## src/rtl/crc_ccitt_pkg.sv

```systemverilog
package crc_ccitt_pkg;
   localparam int unsigned CCITT_WIDTH = 16;
   localparam logic [CCITT_WIDTH-1:0] CCITT_MASK = 16'h1021;

   typedef enum logic {
      MODE_ACCUM = 1'b0,
      MODE_EMIT  = 1'b1
   } crc_mode_e;
endpackage

```

## src/rtl/crc_serial_step.sv

```systemverilog
// One serial step of an MSB-first CRC remainder update.
module crc_serial_step #(
   parameter int unsigned W = 16,
   parameter logic [W-1:0] POLY = 16'h1021
) (
   input  logic [W-1:0] rem_i,
   input  logic         bit_i,
   output logic [W-1:0] rem_o
);
   logic fb;
   assign fb = bit_i ^ rem_i[W-1];

   for (genvar i = 0; i < W; i++) begin : g_tap
      if (i == 0) begin : g_lsb
         assign rem_o[i] = POLY[i] & fb;
      end else begin : g_mid
         assign rem_o[i] = rem_i[i-1] ^ (POLY[i] & fb);
      end
   end
endmodule

```

## src/rtl/crc_emit_ctrl.sv

```systemverilog
// Sequencer for the check-bit output phase and the done pulse.
module crc_emit_ctrl
   import crc_ccitt_pkg::*;
#(
   parameter int unsigned W = 16
) (
   input  logic clk,
   input  logic rst_n,
   input  logic start_i,
   input  logic cmpl_i,
   output logic busy_o,
   output logic cmpl_o,
   output logic done_o
);
   localparam int unsigned CNT_W = (W > 1) ? $clog2(W) : 1;
   localparam logic [CNT_W-1:0] LAST = CNT_W'(W - 1);

   crc_mode_e        mode_q;
   logic [CNT_W-1:0] cnt_q;
   logic             cmpl_q;
   logic             done_q;

   always_ff @(posedge clk or negedge rst_n) begin
      if (!rst_n) begin
         mode_q <= MODE_ACCUM;
         cnt_q  <= '0;
         cmpl_q <= 1'b0;
         done_q <= 1'b0;
      end else if (mode_q == MODE_ACCUM) begin
         done_q <= 1'b0;
         if (start_i) begin
            mode_q <= MODE_EMIT;
            cnt_q  <= '0;
            cmpl_q <= cmpl_i;
         end
      end else begin
         cnt_q <= cnt_q + 1'b1;
         if (cnt_q == LAST) begin
            mode_q <= MODE_ACCUM;
            done_q <= 1'b1;
         end
      end
   end

   assign busy_o = (mode_q == MODE_EMIT);
   assign cmpl_o = cmpl_q;
   assign done_o = done_q;
endmodule

```

## src/rtl/crc_ccitt_gen.sv

```systemverilog
module crc_ccitt_gen
   import crc_ccitt_pkg::*;
#(
   parameter int unsigned W = CCITT_WIDTH,
   parameter logic [W-1:0] POLY = CCITT_MASK,
   parameter bit INVERT_ON_ONES = 1'b1
) (
   input  logic clk,
   input  logic rst_n,
   input  logic preset_ones_i,
   input  logic crc_en_i,
   input  logic tx_enabled_i,
   input  logic tx_idle_i,
   input  logic crc_reset_cmd_i,
   input  logic auto_reset_i,
   input  logic frame_start_i,
   input  logic bit_i,
   input  logic bit_valid_i,
   input  logic crc_send_i,
   output logic crc_bit_o,
   output logic crc_bit_valid_o,
   output logic crc_done_o
);
   if (W < 2) begin : g_bad_width
      $error("crc_ccitt_gen: W must be at least 2");
   end
   if (POLY[0] != 1'b1) begin : g_bad_poly
      $error("crc_ccitt_gen: POLY needs its constant term set");
   end

   logic [W-1:0] rem_q;
   logic [W-1:0] rem_step;
   logic [W-1:0] preset_val;
   logic         busy;
   logic         cmpl;
   logic         load;
   logic         accum;

   assign preset_val = {W{preset_ones_i}};
   assign load  = !busy && ((crc_reset_cmd_i && tx_enabled_i && tx_idle_i)
                            || (auto_reset_i && frame_start_i));
   assign accum = !busy && bit_valid_i && crc_en_i;

   crc_serial_step #(.W(W), .POLY(POLY)) i_step (
      .rem_i (rem_q),
      .bit_i (bit_i),
      .rem_o (rem_step)
   );

   crc_emit_ctrl #(.W(W)) i_ctrl (
      .clk     (clk),
      .rst_n   (rst_n),
      .start_i (crc_send_i),
      .cmpl_i  (preset_ones_i),
      .busy_o  (busy),
      .cmpl_o  (cmpl),
      .done_o  (crc_done_o)
   );

   always_ff @(posedge clk or negedge rst_n) begin
      if (!rst_n) begin
         rem_q <= '0;
      end else if (busy) begin
         rem_q <= {rem_q[W-2:0], 1'b0};
      end else if (load) begin
         rem_q <= preset_val;
      end else if (accum) begin
         rem_q <= rem_step;
      end
   end

   if (INVERT_ON_ONES) begin : g_inv
      assign crc_bit_o = busy & (rem_q[W-1] ^ cmpl);
   end else begin : g_plain
      logic unused_cmpl;
      assign unused_cmpl = cmpl;
      assign crc_bit_o = busy & rem_q[W-1];
   end

   assign crc_bit_valid_o = busy;
endmodule

```

## config.mk

```make
export PLATFORM = sky130hd
export DESIGN_NAME = crc_ccitt_gen
export DESIGN_NICKNAME = d
export VERILOG_FILES = /design/src/rtl/crc_ccitt_pkg.sv /design/src/rtl/crc_serial_step.sv /design/src/rtl/crc_emit_ctrl.sv /design/src/rtl/crc_ccitt_gen.sv
export SDC_FILE = /design/constraint.sdc
export NUM_CORES = 1
export LEC_CHECK = 0
export ABC_AREA = 1
export BUFFER_PORTS_ARGS = -buffer_cell sky130_fd_sc_hd__clkbuf_2
export CAP_MARGIN = 20
export CORE_MARGIN = 10
export CORE_UTILIZATION = 58
export CTS_BUF_LIST = sky130_fd_sc_hd__clkbuf_4 sky130_fd_sc_hd__clkbuf_8
export DETAILED_ROUTE_END_ITERATION = 16
export GPL_ROUTABILITY_DRIVEN = 0
export GPL_TIMING_DRIVEN = 0
export HOLD_SLACK_MARGIN = 0.03
export PLACE_DENSITY = 0.77
export SYNTH_ARGS = -nofsm -noshare
export SYNTH_HDL_FRONTEND = slang
export SYNTH_SLANG_ARGS = --single-unit
```

## constraint.sdc

```tcl
create_clock -name clk -period 1.5 [get_ports clk]
set_input_delay 0.15 -clock clk [delete_from_list [all_inputs] [get_ports clk]]
set_output_delay 0.15 -clock clk [all_outputs]
set_load 0.03 [all_outputs]
```

==> reports/qor.csv <==
metric,value,unit
status,"finished, final reports clean",
timing.fmax,733,MHz
antenna_found_initial,0,
ir_drop,1.29,mV
ys_types,23,
register_area,576,µm²
finalCritPeriodShare,90.9,%
report.final.slew_viol_count,0,
grt_overflow_total,0,
pre_cts_ws,0.190,ns
startpoint,i_ctrl.busy_o$_DFF_PN0_,
cts-buffers-inserted,3,
fin_ws,0.136,ns
io_buffers,14,
synth_area_leaders,"dfrtp_1 52%, nand2_1 9.6%, a21oi_2 8.0%",
rr_endpoint,rem_q[1]$_DFFE_PN0P_,
drc,0,
vias,858,
mappedNetlistArea,1100,µm²
yosys.area.top_type,dfrtp_1,
cts_buffer_depth,2,
arrival,1.21,ns
layout-drive-gt1-share,29.5,%
clockRootBuffer,clkbuf_4,
start_util,62.2,%
synth.most_common_cell,nand2_1,
critPathTopFamily,flip-flops,
crit_buf_inv,2,
core,1760,µm²
wl_per_cell,12.2,µm
rr_worst_depth,7,
wl,1.99,mm
syn_nets,131,
area_growth,14.0,%
final_nets,153,
synth_ff_type,dfrtp_1,
worstSetupPathType,register to output pin,
ant_nets,0,
cp-start-kind,register,
cp.required,1.35,ns
die_area,4030,µm²
powerDensity,1950,nW/µm²
synth_edf_count,0,
num_antenna_cells,0,
cts_max_level,1,
setup_violations,0,
hpwlAfterDp,1.54,mm
hold_end,i_ctrl.cmpl_o$_DFFE_PN0P_,
hold-path-cell-count,2,
r2r_slack,0.17,ns
first_pass_iters,4,
tightest_slew,0.549,ns
worst-path-stages,4,
clkLatencyLatePin,0.31,ns
reg2reg_from,i_ctrl.busy_o$_DFF_PN0_,
hold_viol_final,0,
synth.top_cell.area_share,52.5,%
grt_pass1_vias,803,
grt_max_degree,24,
viasPerCell,5.23,
critPathMaxStageDelay,0.40,ns
hold_start,preset_ones_i,
fin_skew,0.00689,ns
fin_setup_tns,0,ns
rsz0062_at_grt,false,
ys_async_sr_fraction,100,%
yosys_warnings,0,
cap_viol_max_count,0,
die_w,63.5,µm
syn_inst,118,
hold_path.class,input pin to register,
clkSlewWorstSetupHoldPaths,0.12,ns
critPathSlowestCell,dfrtp_1,
multiInputGateArea,464,µm²
cp_cell_sequence,buf_6 -> o21ai_1 -> a21oi_1 -> buf_4,
avgSynthCellArea,9.30,µm²
synth-seq-area-share,52.5,%
cts_tree,done,
grtUsageTotal,10.4,%
grt_pass1_wl,3.55,mm
period_needed,1.36,ns
drtIter0Drc,15,
path_max_fanout,5,
power_leakage,0.626,nW
synthTopCellsByCount,"28 x nand2_1, 23 x dfrtp_1, 16 x nor2_1",
die_h,63.5,µm
clock_sinks,23,
rows,15,
slew_headroom,63.4,%
endpoint_kind,output pin,
fillers,147,
pin_count,15,
ys_ff_latch,23,
-- cell usage in the layout, fill, tap and decap left out, drive strengths merged --
cell type     n
a21oi        17
a22o          1
a22oi         1
a31oi         1
and2          1
buf           7
clkbuf       16
clkinv        1
dfrtp        23
dlygate4sd3   1
ha            1
inv           6
mux2          1
nand2        30
nand3         8
nand4         4
nor2         16
o21a          1
o21ai         3
-- how the worst max path moves through the flow --
stage,to,slack (ns)
global route,crc_bit_o,0.02
floorplan,crc_bit_o,0.09
finish,crc_bit_o,0.14
CTS,crc_bit_o,0.04
detailed placement,rem_q[1]$_DFFE_PN0P_,0.19
global placement,rem_q[1]$_DFFE_PN0P_,0.22
-- worst register-to-register path, cell delays in order (launching register included) --
cell and delay (ns):
dfrtp_1 0.42, buf_6 0.14, a21oi_4 0.14, nand3_4 0.13
nand2_2 0.10, inv_2 0.07, buf_6 0.15, a21oi_2 0.12
-- metal layers --
metal | share of wire, % | GRT usage, % | vias to the layer above | wire length [µm]
met5 | 0 | 0 | - | 0
met4 | 1.8 | 4.92 | 0 | 36
met3 | 4.1 | 3.00 | 5 | 82
met2 | 49 | 16.2 | 11 | 985
met1 | 45 | 12.9 | 405 | 889
li1 | - | - | 437 | -
-- stage by stage --
step / util (%) / cells / cell area (µm²) / power, mW / hold WS, ns
3_5_place_dp: 67.9 / 157 / 1200 / 2.14 / 0.161
3_3_place_gp: 67.9 / 157 / 1200 / 2.08 / 0.157
4_1_cts: 70.1 / 162 / 1240 / 2.43 / 0.0847
2_1_floorplan: - / 118 / 1100 / 1.90 / -0.146
6_report: 70.9 / 164 / 1250 / 2.44 / 0.0935
5_1_grt: 70.9 / 164 / 1250 / 2.65 / 0.0948
-- repair_timing --
action,in CTS,in global routing
gates resized for setup,0,4
setup endpoints to repair,0,1
hold buffers,1,0
setup buffers,0,1
hold endpoints to repair,23,0
-- state kept, by name, indices dropped and copies added, names as in the netlist --
register / count
i_ctrl.busy_o: 1
i_ctrl.cnt_q: 4
rem_q: 16
i_ctrl.done_o: 1
i_ctrl.cmpl_o: 1
-- cell type report --
| class | count | share of cell area [%] |
|---|---|---|
| Clock buffer | 3 | 1.80 |
| Clock inverter | 1 | 0.400 |
| Buffer | 4 | 2.80 |
| Timing Repair Buffer | 17 | 7.60 |
| Tap cell | 25 | 2.50 |
| Inverter | 6 | 1.80 |
| Multi-Input combinational cell | 85 | 37.1 |
| Sequential cell | 23 | 46.0 |
-- report_power, final --
part	internal (mW)	switching, mW
clock	0.0997	0.184
sequential	0.922	0.197
combinational	0.459	0.576
-- logic make-up (layout without fill, tap and decap cells) --
family                   Yosys count  after routing  share of synthesized area, %
multiplexers                       1              1                          1.03
flip-flops                        23             23                          52.5
adder cells (fa/ha/maj)            1              1                          1.14
buffers and inverters             10             31                          5.24
AND/OR/NAND/NOR                   59             59                          23.8
AO/OA/AOI/OAI                     24             24                          16.3
(Power assumes the default switching activity.)
